`src/rtl/csc_pkg.sv`:
```
package csc_pkg;
   localparam int NUM_ROWS    = 3;
   localparam int NUM_TERMS   = 4;
   localparam int NUM_COEF    = NUM_ROWS * NUM_TERMS;
   localparam int COEF_IDX_W  = 4;
   localparam int ROW_G       = 0;
   localparam int ROW_R       = 1;
   localparam int ROW_B       = 2;
   localparam int DFLT_MFRAC  = 10;
   localparam int DFLT_OFRAC  = 4;

   // Studio-range BT.601 set, as signed integers in the default formats
   // (multipliers with 10 fraction bits, constants with 4 fraction bits).
   function automatic int dflt_coef(int idx);
      case (idx)
         0:  return 1191;   1: return -401;  2: return -833;  3: return 2167;
         4:  return 1191;   5: return 0;     6: return 1634;  7: return -3567;
         8:  return 1191;   9: return 2066; 10: return 0;    11: return -4431;
         default: return 0;
      endcase
   endfunction
endpackage

```
`src/rtl/csc_coef_bank.sv`:
```
module csc_coef_bank #(
   parameter int MUL_W    = 13,
   parameter int MUL_FRAC = 10,
   parameter int OFF_W    = 14,
   parameter int OFF_FRAC = 4,
   parameter int CFG_W    = 14
) (
   input  logic                                   clk,
   input  logic                                   rst_n,
   input  logic                                   cfg_we,
   input  logic [csc_pkg::COEF_IDX_W-1:0]         cfg_idx,
   input  logic [CFG_W-1:0]                       cfg_data,
   output logic signed [MUL_W-1:0]                mul_q [csc_pkg::NUM_ROWS*3],
   output logic signed [OFF_W-1:0]                off_q [csc_pkg::NUM_ROWS]
);
   localparam int NR     = csc_pkg::NUM_ROWS;
   localparam int NT     = csc_pkg::NUM_TERMS;
   localparam int IDX_W  = csc_pkg::COEF_IDX_W;
   localparam int MSCALE = 1 << (MUL_FRAC - csc_pkg::DFLT_MFRAC);
   localparam int OSCALE = 1 << (OFF_FRAC - csc_pkg::DFLT_OFRAC);

   for (genvar r = 0; r < NR; r++) begin : g_row
      for (genvar c = 0; c < NT - 1; c++) begin : g_mul
         localparam int IDX = r * NT + c;
         localparam logic [MUL_W-1:0] RST = MUL_W'(csc_pkg::dflt_coef(IDX) * MSCALE);
         logic [MUL_W-1:0] q;
         always_ff @(posedge clk or negedge rst_n) begin
            if (!rst_n)
               q <= RST;
            else if (cfg_we && cfg_idx == IDX_W'(IDX))
               q <= cfg_data[MUL_W-1:0];
         end
         assign mul_q[r*3+c] = $signed(q);
      end
      localparam int OIDX = r * NT + NT - 1;
      localparam logic [OFF_W-1:0] ORST = OFF_W'(csc_pkg::dflt_coef(OIDX) * OSCALE);
      logic [OFF_W-1:0] oq;
      always_ff @(posedge clk or negedge rst_n) begin
         if (!rst_n)
            oq <= ORST;
         else if (cfg_we && cfg_idx == IDX_W'(OIDX))
            oq <= cfg_data[OFF_W-1:0];
      end
      assign off_q[r] = $signed(oq);
   end
endmodule

```
`src/rtl/csc_row_mac.sv`:
```
module csc_row_mac #(
   parameter int PIX_W = 8,
   parameter int MUL_W = 13,
   parameter int OFF_W = 14,
   parameter int SHIFT = 6,
   parameter int ACC_W = 24
) (
   input  logic                     clk,
   input  logic                     rst_n,
   input  logic                     en,
   input  logic [PIX_W-1:0]         y,
   input  logic [PIX_W-1:0]         u,
   input  logic [PIX_W-1:0]         v,
   input  logic signed [MUL_W-1:0]  ky,
   input  logic signed [MUL_W-1:0]  ku,
   input  logic signed [MUL_W-1:0]  kv,
   input  logic signed [OFF_W-1:0]  koff,
   output logic signed [ACC_W-1:0]  acc_q
);
   logic signed [ACC_W-1:0] ey, eu, ev;
   logic signed [ACC_W-1:0] cy, cu, cv, co;
   logic signed [ACC_W-1:0] sum;

   always_comb begin
      ey  = ACC_W'($signed({1'b0, y}));
      eu  = ACC_W'($signed({1'b0, u}));
      ev  = ACC_W'($signed({1'b0, v}));
      cy  = ACC_W'(ky);
      cu  = ACC_W'(ku);
      cv  = ACC_W'(kv);
      co  = ACC_W'(koff) <<< SHIFT;
      sum = ey * cy + eu * cu + ev * cv + co;
   end

   always_ff @(posedge clk or negedge rst_n) begin
      if (!rst_n)
         acc_q <= '0;
      else if (en)
         acc_q <= sum;
   end
endmodule

```
`src/rtl/csc_round_clamp.sv`:
```
module csc_round_clamp #(
   parameter int ACC_W = 24,
   parameter int FRAC  = 10,
   parameter int PIX_W = 8
) (
   input  logic signed [ACC_W-1:0] acc,
   output logic [PIX_W-1:0]        pix
);
   localparam int INT_W = ACC_W - FRAC;
   localparam logic signed [ACC_W-1:0] HALF = ACC_W'(64'd1 << (FRAC - 1));
   localparam logic signed [INT_W-1:0] TOP  = INT_W'((64'd1 << PIX_W) - 1);

   logic signed [ACC_W-1:0] biased;
   logic signed [INT_W-1:0] whole;
   logic                    unused_frac;

   always_comb begin
      biased = acc + HALF;
      whole  = biased[ACC_W-1:FRAC];
      if (whole[INT_W-1])
         pix = '0;
      else if (whole > TOP)
         pix = '1;
      else
         pix = whole[PIX_W-1:0];
   end
   assign unused_frac = ^biased[FRAC-1:0];
endmodule

```
`src/rtl/csc_yuv2rgb.sv`:
```
module csc_yuv2rgb #(
   parameter int PIX_W    = 8,
   parameter int MUL_W    = 13,
   parameter int MUL_FRAC = 10,
   parameter int OFF_W    = 14,
   parameter int OFF_FRAC = 4
) (
   input  logic                                          clk,
   input  logic                                          rst_n,
   input  logic                                          cfg_we,
   input  logic [csc_pkg::COEF_IDX_W-1:0]                cfg_idx,
   input  logic [((OFF_W > MUL_W) ? OFF_W : MUL_W)-1:0]  cfg_data,
   input  logic                                          pix_valid_in,
   input  logic                                          pix_bypass,
   input  logic                                          pix_swap_uv,
   input  logic [PIX_W-1:0]                              pix_c0,
   input  logic [PIX_W-1:0]                              pix_c1,
   input  logic [PIX_W-1:0]                              pix_c2,
   output logic                                          out_valid,
   output logic [PIX_W-1:0]                              out_r,
   output logic [PIX_W-1:0]                              out_g,
   output logic [PIX_W-1:0]                              out_b
);
   localparam int NR     = csc_pkg::NUM_ROWS;
   localparam int CFG_W  = (OFF_W > MUL_W) ? OFF_W : MUL_W;
   localparam int SHIFT  = MUL_FRAC - OFF_FRAC;
   localparam int PROD_W = PIX_W + 1 + MUL_W;
   localparam int OFFA_W = OFF_W + SHIFT;
   localparam int ACC_W  = ((PROD_W > OFFA_W) ? PROD_W : OFFA_W) + 2;

   // elaboration-time parameter checks
   if (MUL_FRAC < csc_pkg::DFLT_MFRAC || OFF_FRAC < csc_pkg::DFLT_OFRAC) begin : g_bad_frac
      $error("fraction widths below the default coefficient formats");
   end
   if (OFF_FRAC > MUL_FRAC) begin : g_bad_align
      $error("constant fraction must not exceed multiplier fraction");
   end
   if (MUL_W <= MUL_FRAC || OFF_W <= OFF_FRAC || PIX_W < 2) begin : g_bad_width
      $error("coefficient or pixel width too small");
   end

   logic signed [MUL_W-1:0] mul_q [NR*3];
   logic signed [OFF_W-1:0] off_q [NR];

   csc_coef_bank #(
      .MUL_W(MUL_W), .MUL_FRAC(MUL_FRAC), .OFF_W(OFF_W),
      .OFF_FRAC(OFF_FRAC), .CFG_W(CFG_W)
   ) u_bank (
      .clk(clk), .rst_n(rst_n), .cfg_we(cfg_we), .cfg_idx(cfg_idx),
      .cfg_data(cfg_data), .mul_q(mul_q), .off_q(off_q)
   );

   // stage 1: capture and chroma ordering
   logic             s1_vld, s1_byp;
   logic [PIX_W-1:0] s1_a, s1_b, s1_c;
   logic             do_swap;
   assign do_swap = pix_swap_uv && !pix_bypass;

   always_ff @(posedge clk or negedge rst_n) begin
      if (!rst_n) begin
         s1_vld <= 1'b0;
         s1_byp <= 1'b0;
         s1_a   <= '0;
         s1_b   <= '0;
         s1_c   <= '0;
      end else begin
         s1_vld <= pix_valid_in;
         if (pix_valid_in) begin
            s1_byp <= pix_bypass;
            s1_a   <= pix_c0;
            s1_b   <= do_swap ? pix_c2 : pix_c1;
            s1_c   <= do_swap ? pix_c1 : pix_c2;
         end
      end
   end

   // stage 2: per-row affine sums, pass-through copy alongside
   logic signed [ACC_W-1:0] acc [NR];
   logic [PIX_W-1:0]        conv [NR];

   for (genvar r = 0; r < NR; r++) begin : g_row
      csc_row_mac #(
         .PIX_W(PIX_W), .MUL_W(MUL_W), .OFF_W(OFF_W),
         .SHIFT(SHIFT), .ACC_W(ACC_W)
      ) u_mac (
         .clk(clk), .rst_n(rst_n), .en(s1_vld),
         .y(s1_a), .u(s1_b), .v(s1_c),
         .ky(mul_q[r*3]), .ku(mul_q[r*3+1]), .kv(mul_q[r*3+2]),
         .koff(off_q[r]), .acc_q(acc[r])
      );
      csc_round_clamp #(
         .ACC_W(ACC_W), .FRAC(MUL_FRAC), .PIX_W(PIX_W)
      ) u_clamp (
         .acc(acc[r]), .pix(conv[r])
      );
   end

   logic             s2_vld, s2_byp;
   logic [PIX_W-1:0] s2_a, s2_b, s2_c;

   always_ff @(posedge clk or negedge rst_n) begin
      if (!rst_n) begin
         s2_vld <= 1'b0;
         s2_byp <= 1'b0;
         s2_a   <= '0;
         s2_b   <= '0;
         s2_c   <= '0;
      end else begin
         s2_vld <= s1_vld;
         if (s1_vld) begin
            s2_byp <= s1_byp;
            s2_a   <= s1_a;
            s2_b   <= s1_b;
            s2_c   <= s1_c;
         end
      end
   end

   // stage 3: round, clamp, select and hold
   always_ff @(posedge clk or negedge rst_n) begin
      if (!rst_n) begin
         out_valid <= 1'b0;
         out_r     <= '0;
         out_g     <= '0;
         out_b     <= '0;
      end else begin
         out_valid <= s2_vld;
         if (s2_vld) begin
            out_r <= s2_byp ? s2_a : conv[csc_pkg::ROW_R];
            out_g <= s2_byp ? s2_b : conv[csc_pkg::ROW_G];
            out_b <= s2_byp ? s2_c : conv[csc_pkg::ROW_B];
         end
      end
   end
endmodule

```
`config.mk`:
```
export PLATFORM = sky130hd
export DESIGN_NAME = csc_yuv2rgb
export DESIGN_NICKNAME = d
export VERILOG_FILES = /design/src/rtl/csc_pkg.sv /design/src/rtl/csc_coef_bank.sv /design/src/rtl/csc_row_mac.sv /design/src/rtl/csc_round_clamp.sv /design/src/rtl/csc_yuv2rgb.sv
export SDC_FILE = /design/constraint.sdc
export NUM_CORES = 2
export LEC_CHECK = 0
export BUFFER_PORTS_ARGS = -buffer_cell sky130_fd_sc_hd__buf_2
export CAP_MARGIN = 30
export CORE_ASPECT_RATIO = 1.4
export CORE_UTILIZATION = 67
export CTS_BUF_LIST = sky130_fd_sc_hd__clkbuf_8
export CTS_CLUSTER_DIAMETER = 200
export DETAILED_ROUTE_END_ITERATION = 6
export PLACE_DENSITY = 0.84
export SYNTH_ARGS = -nofsm -noshare
export SYNTH_HDL_FRONTEND = slang
export SYNTH_HIERARCHICAL = 1
export SYNTH_SLANG_ARGS = --single-unit
```
`constraint.sdc`:
```
create_clock -name clk -period 9.9 [get_ports clk]
set_input_delay 0.495 -clock clk [delete_from_list [all_inputs] [get_ports clk]]
set_output_delay 0.495 -clock clk [all_outputs]
set_load 0.05 [all_outputs]
```
==> summary.txt <==
GRT
  • Largest net degree at the start of global routing: 88
  • Antenna violations before repair: 7
  • First-pass GRT wire length: 207 mm
  • GR Util All Layers: 34.3%
  • Vias in the first global route: 40300
  • Grt total ovfl: 0

Clocking
  • Clock transition at path regs: 0.07 ns
  • Root Buffer Master: clkbuf_8
  • CTS tree: yes
  • Clock tree buffer depth: 3
  • Clock Sinks: 281
  • H-tree levels: 2
  • Skew-Pair Late Insertion Delay: 0.69 ns
  • Inserted Clock Buffers: 47
  • Post-CTS Setup Inserts: 0

Synth
  • Net Count, Synth: 6696
  • Synth warnings: 6
  • Mapped Area: 51400 µm²
  • Avg Inst Size Synth: 9.80 µm²
  • Mapped Cells: 5241

Critical path
  • Critical path arrival: 10.17 ns
  • Max incr delay on CP: 0.79 ns
  • Crit start category: flip-flop
  • Most frequent cell on the critical path: fa_1
  • Critical-path top delay cell: dfrtp_1
  • Kind of critical path: reg2reg
  • Required time of the critical path: 10.49 ns
  • CP Max Fanout: 12
  • Setup crit end kind: flip-flop

Die
  • Standard-cell rows: 119
  • Ports: 73
  • DIE HEIGHT: 330 µm
  • Die ar.: 77800 µm²
  • Area of the core: 75500 µm²
  • Effective utilization at floorplan: 68.0%
  • Die Wd: 236 µm

Finish
  • Syn-to-layout area delta: 4.98%
  • Layout cell share with drive strength beyond 1: 10.5%
  • Max reg flops: 117
  • Total Nets Final: 6730
  • Fin area: 53900 µm²
  • Largest regs: u_bank/g_row.g_mul.q x117, g_row.u_mac/acc_q x45, u_bank/g_row.oq x42
  • Most flops, register: u_bank/g_row.g_mul.q

Detailed routing
  • WL final: 127 mm
  • Drt wl/cell: 20.3 µm
  • DRC: 0
  • Initial drt markers: 2607
  • ANT nets after route: 0
  • First-pass detailed-route iteration total: 6
  • Via count: 36800
  • Avg Vias per Cell: 5.86

Timing
  • Max-slew violations: 0
  • Final cycle utilization of the critical path: 96.7%
  • Fin crit period: 9.58 ns
  • Setup violators final: 0
  • Clock Skew: 0.0664 ns
  • F_max: 104 MHz
  • Relative slew slack: 31.8%
  • Setup_tns: 0 ns
  • Actual slew at the worst max-slew pin: 1.02 ns
  • Final Hold Viols: 0
  • Unrepaired setup endpoints after global routing: no

Placed design
  • Hpwl dp: 100 mm
  • RePlAce Congestion: 0.941
  • # port buffers: 72
  • Dpl cell area: 52800 µm²

Hold path
  • Hold Path Class: in2reg

Run status
  • Status: completed

Job
  • Maxcap violations: 0
==> final timing paths <==
check                      slack [ns]  startpoint                        endpoint  cells after the start
min in group asynchronous        0.40       rst_n                          s1_vld                      2
min                              0.05   pix_c0[4]                         s1_a[4]                      2
max                              0.32     s1_b[4]        g_row[1].u_mac/acc_q[22]                     32
max reg2reg                      0.32     s1_b[4]        g_row[1].u_mac/acc_q[22]                     32
min reg2reg                      0.49      s2_vld                        out_r[3]                      1
max in group asynchronous        8.03       rst_n  u_bank/g_row[2].g_mul[2].q[12]                      3
==> critical path, delay by kind of cell, from the launching register on <==
kind,cells,cell delay [ns]
fa+ha+maj,11,5.02
compound gates,12,2.59
flops,1,0.79
buf+inv,6,0.62
simple gates,2,0.31
xor+xnor,1,0.14
==> metal layers <==
layer  vias to the layer above  track usage [%]  part of all wire [%]
met3                       544             7.07                   8.2
met1                     18700             40.4                    35
li1                      15900                -                     -
met5                         -                0                0.0094
met4                         2             21.6                   7.2
met2                      1670             57.8                    49
==> cell type report <==
type / instances / area, µm²
diodes: 2 / 5.00
well taps: 968 / 1210
clock inverters: 34 / 327
fillers: 5208 / 21600
flip-flops and latches: 281 / 7120
inverters: 1287 / 4830
clock buffers: 54 / 743
multi-input cells: 3526 / 38700
repair buffers: 132 / 965
==> per-stage QoR <==
stage,hold slack [ns],std cells,setup WS [ns],utilization [%]
4_1_cts,0.00859,6280,0.121,71.3
3_5_place_dp,0.465,6191,0.264,69.9
2_1_floorplan,0.199,5241,1.02,-
3_3_place_gp,0.445,6187,0.437,69.9
6_report,0.0478,6284,0.322,71.4
5_1_grt,0.0374,6283,0.0595,71.4
==> cell usage in the layout (no fill, tap or decap), types with 15 or more instances in the layout <==
cell / n
ha_1: 417
mux2i_1: 28
o21a_1: 19
a21oi_1: 141
buf_4: 47
nand4b_1: 18
nand3_1: 34
nand4_1: 15
nand2_1: 524
mux2_2: 221
dfstp_2: 66
xor2_1: 43
a211oi_1: 17
a21o_1: 53
dfrtp_1: 209
inv_1: 1302
buf_2: 72
xnor2_1: 104
nand2b_1: 17
and2_1: 506
nor3_1: 19
fa_1: 990
nor2_1: 121
o21ai_0: 42
clkbuf_8: 54
==> timing repair <==
item | CTS | global route
resized for setup | 0 | 5
hold buffers | 1 | 0
setup endpoints to repair | 0 | 3
endpoints found under the hold margin | 80 | 0
Power is left out: the tool's default activity adds up to more than one toggle a clock period on the data nets, which glitch-free logic cannot reach.
